File: src/rtl/vid_timing_gen.sv
module vid_timing_gen #(
  parameter int W  = 12,
  parameter int AW = 4
) (
  input  logic          clk,
  input  logic          rst_n,
  input  logic          wr_en,
  input  logic [AW-1:0] wr_addr,
  input  logic [W-1:0]  wr_data,
  output logic          hsync,
  output logic          vsync,
  output logic          de,
  output logic          data_pol,
  output logic [W-1:0]  pix_x,
  output logic [W-1:0]  pix_y,
  output logic          irq
);
  localparam int NT = 8;
  localparam logic [1:0] S_SYNC = 2'd0, S_BACK = 2'd1, S_ACT = 2'd2, S_FRONT = 2'd3;

  logic         run_q, run_d, mask_q, stat_q;
  logic [3:0]   pol_stg, pol_q;
  logic [W-1:0] stg [NT];
  logic [W-1:0] cur [NT];
  logic [1:0]   hseg_q, vseg_q;
  logic [W-1:0] hcnt_q, vcnt_q;
  logic [W-1:0] hlen, vlen;
  logic         h_end, v_end, line_end, frame_last, first_cyc;

  wire sel_run  = wr_en && wr_addr == AW'(0);
  wire sel_pol  = wr_en && wr_addr == AW'(1);
  wire sel_mask = wr_en && wr_addr == AW'(2);
  wire sel_stat = wr_en && wr_addr == AW'(3);

  assign run_d      = sel_run ? wr_data[0] : run_q;
  assign hlen       = cur[{1'b0, hseg_q}];
  assign vlen       = cur[{1'b1, vseg_q}];
  assign h_end      = hcnt_q == hlen;
  assign v_end      = vcnt_q == vlen;
  assign line_end   = h_end && hseg_q == S_FRONT;
  assign frame_last = run_q && line_end && v_end && vseg_q == S_FRONT;
  assign first_cyc  = run_q && hseg_q == S_SYNC && vseg_q == S_SYNC &&
                      hcnt_q == '0 && vcnt_q == '0;

  always_ff @(posedge clk or negedge rst_n) begin
    if (!rst_n) begin
      run_q   <= 1'b0;
      mask_q  <= 1'b0;
      pol_stg <= '0;
      for (int i = 0; i < NT; i++) stg[i] <= '0;
    end else begin
      run_q <= run_d;
      if (sel_mask) mask_q  <= wr_data[0];
      if (sel_pol)  pol_stg <= wr_data[3:0];
      for (int i = 0; i < NT; i++)
        if (wr_en && wr_addr == AW'(i + 4)) stg[i] <= wr_data;
    end
  end

  always_ff @(posedge clk or negedge rst_n) begin
    if (!rst_n) begin
      pol_q <= '0;
      for (int i = 0; i < NT; i++) cur[i] <= '0;
    end else if (!run_q || frame_last) begin
      pol_q <= pol_stg;
      for (int i = 0; i < NT; i++) cur[i] <= stg[i];
    end
  end

  always_ff @(posedge clk or negedge rst_n) begin
    if (!rst_n) begin
      hseg_q <= S_SYNC;
      vseg_q <= S_SYNC;
      hcnt_q <= '0;
      vcnt_q <= '0;
    end else if (!run_d) begin
      hseg_q <= S_SYNC;
      vseg_q <= S_SYNC;
      hcnt_q <= '0;
      vcnt_q <= '0;
    end else if (run_q) begin
      if (h_end) begin
        hcnt_q <= '0;
        hseg_q <= hseg_q + 2'd1;
        if (hseg_q == S_FRONT) begin
          if (v_end) begin
            vcnt_q <= '0;
            vseg_q <= vseg_q + 2'd1;
          end else begin
            vcnt_q <= vcnt_q + 1'b1;
          end
        end
      end else begin
        hcnt_q <= hcnt_q + 1'b1;
      end
    end
  end

  always_ff @(posedge clk or negedge rst_n) begin
    if (!rst_n)                      stat_q <= 1'b0;
    else if (first_cyc)              stat_q <= 1'b1;
    else if (sel_stat && wr_data[0]) stat_q <= 1'b0;
  end

  wire h_raw  = run_q && hseg_q == S_SYNC;
  wire v_raw  = run_q && vseg_q == S_SYNC;
  wire h_act  = run_q && hseg_q == S_ACT;
  wire v_act  = run_q && vseg_q == S_ACT;

  assign hsync    = pol_q[0] ? h_raw : ~h_raw;
  assign vsync    = pol_q[1] ? v_raw : ~v_raw;
  assign de       = pol_q[2] ? (h_act && v_act) : ~(h_act && v_act);
  assign data_pol = pol_q[3];
  assign pix_x    = h_act ? hcnt_q : '0;
  assign pix_y    = v_act ? vcnt_q : '0;
  assign irq      = stat_q && mask_q;
endmodule


File: config.mk
export PLATFORM = sky130hd
export DESIGN_NAME = vid_timing_gen
export DESIGN_NICKNAME = d
export VERILOG_FILES = /design/src/rtl/vid_timing_gen.sv
export SDC_FILE = /design/constraint.sdc
export NUM_CORES = 1
export LEC_CHECK = 0
export ABC_AREA = 1
export BUFFER_PORTS_ARGS = -buffer_cell sky130_fd_sc_hd__buf_2
export CORE_AREA = 2 2 159 161
export CTS_CLUSTER_DIAMETER = 120
export DETAILED_ROUTE_END_ITERATION = 7
export DIE_AREA = 0 0 161 163
export SYNTH_ARGS = -nofsm -noshare
export SYNTH_HDL_FRONTEND = slang
export SYNTH_SLANG_ARGS = --single-unit
export TNS_END_PERCENT = 100
File: constraint.sdc
create_clock -name clk -period 2.2 [get_ports clk]
set_input_delay 0.33 -clock clk [delete_from_list [all_inputs] [get_ports clk]]
set_output_delay 0.33 -clock clk [all_outputs]
set_load 0.05 [all_outputs]
==> run_results.csv <==
group,metric,value,unit
sta,fmax,424,MHz
hold_path,hold_class,"input port to flip-flop",
detailed_routing,drc,0,
cts,clock-sinks,231,
global_routing,grt_most_used_layer,"met1",
floorplanning,fp-row-count,58,
yosys,synth_cell_types,30,
global_routing,grt.met1_usage,0.370,
final_layout,design_area,13800,µm²
sta,finalHoldViolCount,0,
pwr,p_sw,5.49,mW
critical_path,critPathMaxFanout,8,
status,violations,"setup timing",
detailed_routing,drt_first_pass_iters,5,
critical_path,arrival,2820,ps
yosys,synth_top_family_by_area,"simple AND/OR/NAND/NOR gates",
detailed_routing,wl,32.4,mm
final_layout,area_delta_synth_final,26.8,%
global_routing,grt.total_usage,0.241,
pwr,swShare,0.347,
sta,fin_crit_sh,1.07,
floorplanning,die_x,161,µm
cts,cts_made_buffers,26,
detailed_routing,drtIter0Drc,963,
detailed_routing,vias_per_cell,5.29,
pwr,clkPwrFrac,0.308,
sta,min_period,2360,ps
critical_path,worst-setup-path-type,"flip-flop to flip-flop",
critical_path,cp-end-kind,"flip-flop",
pwr,internal_power,10.3,mW
final_layout,drive_above_1_share,0.198,
yosys,syn_area_per_cell,8.01,µm²
detailed_routing,antenna_left,0,
detailed_routing,wl_per_cell,18.0,µm
yosys,synth_compound_area_frac,0.0533,
cts,cts-root-buf,"clkbuf_16",
critical_path,critPathLaunchType,"flip-flop",
sta,tightest_slew,758,ps
critical_path,crit_required,2660,ps
floorplanning,die_h,163,µm
final_layout,fin_cells,1802,
pwr,power_frac_comb,0.308,
final_layout,nNetsFinal,1481,
place,numPortBuffers,47,
yosys,synth_xor_area_frac,0.0121,
yosys,synth_nets,1387,
place,dp_hpwl,19.7,mm
cts,htreeDepth,1,
floorplanning,io_pins,48,
cts,clock_path_buffers,3,
sta,slew_violations,0,
global_routing,use_met3,0.0354,
sta,finalClockSkew,11.9,ps
pwr,pwr_density_cell,1150,nW/µm²
yosys,muxShareOfSynthArea,0,
pwr,vdd_drop_max,826,µV
global_routing,overflow,0,
yosys,synth-seq-cells,231,
place,place_area,11700,µm²
sta,setup_ws,-156,ps
global_routing,grt.met2_usage,0.361,
global_routing,grt_pass1_wl,50.1,mm
cts,clk_pin_slew_worst_paths,60,ps
yosys,synth-simple-area-share,0.324,
pwr,leakagePower,6.74,nW
global_routing,grt_pass1_vias,8822,
yosys,synth_warnings,0,
floorplanning,dieArea,26200,µm²
sta,rsz0062_at_grt,"true",
place,dp.cells,1731,
sta,setup_violations,126,
sta,maxSlewHeadroom,0.495,
cts,cts_tree,"built",
yosys,synth_fa_ha_area_frac,0.0115,
status,status,"complete, but fails checks",
final_layout,fin_util,0.559,
floorplanning,core_area,24700,µm²
place,routabilityCongestion,0.864,
yosys,syn_inst,1358,
cts,worstSkewPairLatency,530,ps
final_layout,antennaDiodeCount,0,
yosys,synth.cell_area,10900,µm²
pwr,seq_power_share,0.385,
global_routing,grt_max_degree,97,
floorplanning,start_util,0.441,
detailed_routing,vias,9540,
global_routing,antenna_found_initial,0,
yosys,yosysSeqAreaShare,0.532,
flow_run,cap_violations,0,
flip-flops by register name (all words and copies together), names as in the netlist:
name     count
pol_q        4
pol_stg      4
stat_q       1
stg         96
cur         96
vcnt_q      12
mask_q       1
run_q        1
hcnt_q      12
vseg_q       2
hseg_q       2
layout make-up:
type / count / area [µm²]
fillers: 2256 / 10900
flip-flops and latches: 231 / 5790
multi-input cells: 990 / 4870
repair buffers: 136 / 1460
clock buffers: 39 / 801
well taps: 330 / 413
inverters: 65 / 254
clock inverters: 9 / 176
repair inverters: 2 / 20.0
logic make-up after synthesis:
family / count (synthesis)
simple gates: 851
buf+inv: 137
xor+xnor: 15
compound gates: 114
fa+ha+maj: 10
flops: 231
layer usage:
| layer | vias to the layer above | share of wire |
|---|---|---|
| li1 | 4543 | - |
| met1 | 4620 | 0.47 |
| met2 | 337 | 0.44 |
| met3 | 40 | 0.074 |
| met4 | 0 | 0.019 |
| met5 | - | 0 |
per-stage QoR:
step	power (mW)	setup slack [ps]	setup TNS [ps]	hold slack (ps)
floorplan	8.67	41.6	0	34.4
global placement	9.92	-200	-18560	308
detailed placement	10.0	-192	-17120	310
CTS	15.2	-92.7	-6870	212
global route	16.7	-260	-25020	249
finish	15.8	-156	-12710	229
worst max-delay path, cell delays in order, from the launching register on:
cell       delay [ps]
dfrtp_2           470
clkinv_4          110
buf_12            160
nand2_2            70
nand3_4            80
nand2_1            80
nand2_1            50
nand2_1            80
nand2_2            60
nor2_2            130
nand3_2           120
nor2_4            170
nand2_4           130
nand2_8           120
buf_12            160
clkbuf_16         180
nand2_2            50
nand2_1            50
power groups by stage:
stage / combinational [mW] / clock [mW] / sequential, mW
floorplan: 2.82 / 0 / 5.85
global placement: 3.85 / 0 / 6.07
detailed placement: 3.93 / 0 / 6.07
CTS: 4.22 / 4.93 / 6.02
global route: 5.41 / 5.12 / 6.21
finish: 4.87 / 4.86 / 6.09
repair_timing:
action                                  CTS  global route
endpoints found under the hold margin    54             0
pin swaps                                 5            23
gates cloned                              3             9
hold buffers                              1             0
endpoints found under the setup margin  151           153
resized for setup                       104           117
setup buffers                             5             6
Yosys cell counts:
cell | count | area [µm²]
nand4_1 | 5 | 31.3
a21oi_1 | 48 | 240
clkinv_1 | 2 | 7.51
nor3_1 | 5 | 25.0
nor3b_1 | 6 | 45.0
or2_2 | 1 | 6.26
inv_4 | 2 | 12.5
clkbuf_1 | 29 | 109
buf_4 | 4 | 30.0
dfrtp_1 | 231 | 5780
xnor2_1 | 1 | 8.76
o221ai_1 | 1 | 8.76
o21bai_1 | 1 | 7.51
nand2_4 | 1 | 11.3
nand2_2 | 1 | 6.26
inv_1 | 60 | 225
nor4_1 | 4 | 25.0
nor2_2 | 1 | 6.26
o31ai_1 | 1 | 7.51
o21ai_0 | 63 | 315
buf_6 | 25 | 282
ha_1 | 10 | 125
xor2_1 | 14 | 123
nand3_1 | 205 | 1030
nor2_1 | 122 | 458
buf_1 | 6 | 22.5
nand2_1 | 498 | 1870
buf_2 | 8 | 40.0
nand3b_1 | 2 | 15.0
inv_2 | 1 | 3.75
worst paths after layout:
path | end | from | cells past startpoint | slack (ps)
worst max register to register | cur[34] | hseg_q[0] | 17 | -160
max in group asynchronous | stg[16] | rst_n | 3 | 1110
worst min-delay path | stg[17] | wr_data[5] | 3 | 230
worst min register to register | cur[32] | stg[32] | 2 | 460
min in group asynchronous | hcnt_q[10] | rst_n | 2 | 320
worst max-delay path | cur[34] | hseg_q[0] | 17 | -160
cells in the final DEF, fill, tap and decap left out, types with 7 or more instances in the layout:
master and count:
nand2_1 464, dfrtp_1 228, nand3_1 173, nor2_1 96, o21ai_0 62, inv_1 58, buf_4 55, a21oi_1 48
buf_6 36, clkbuf_16 33, nand2_2 29, nand3_2 25, buf_2 19, nor2_2 15, xor2_1 14, nor2_4 12
buf_12 11, clkbuf_8 8, nand3_4 7
(Power assumes the default switching activity.)
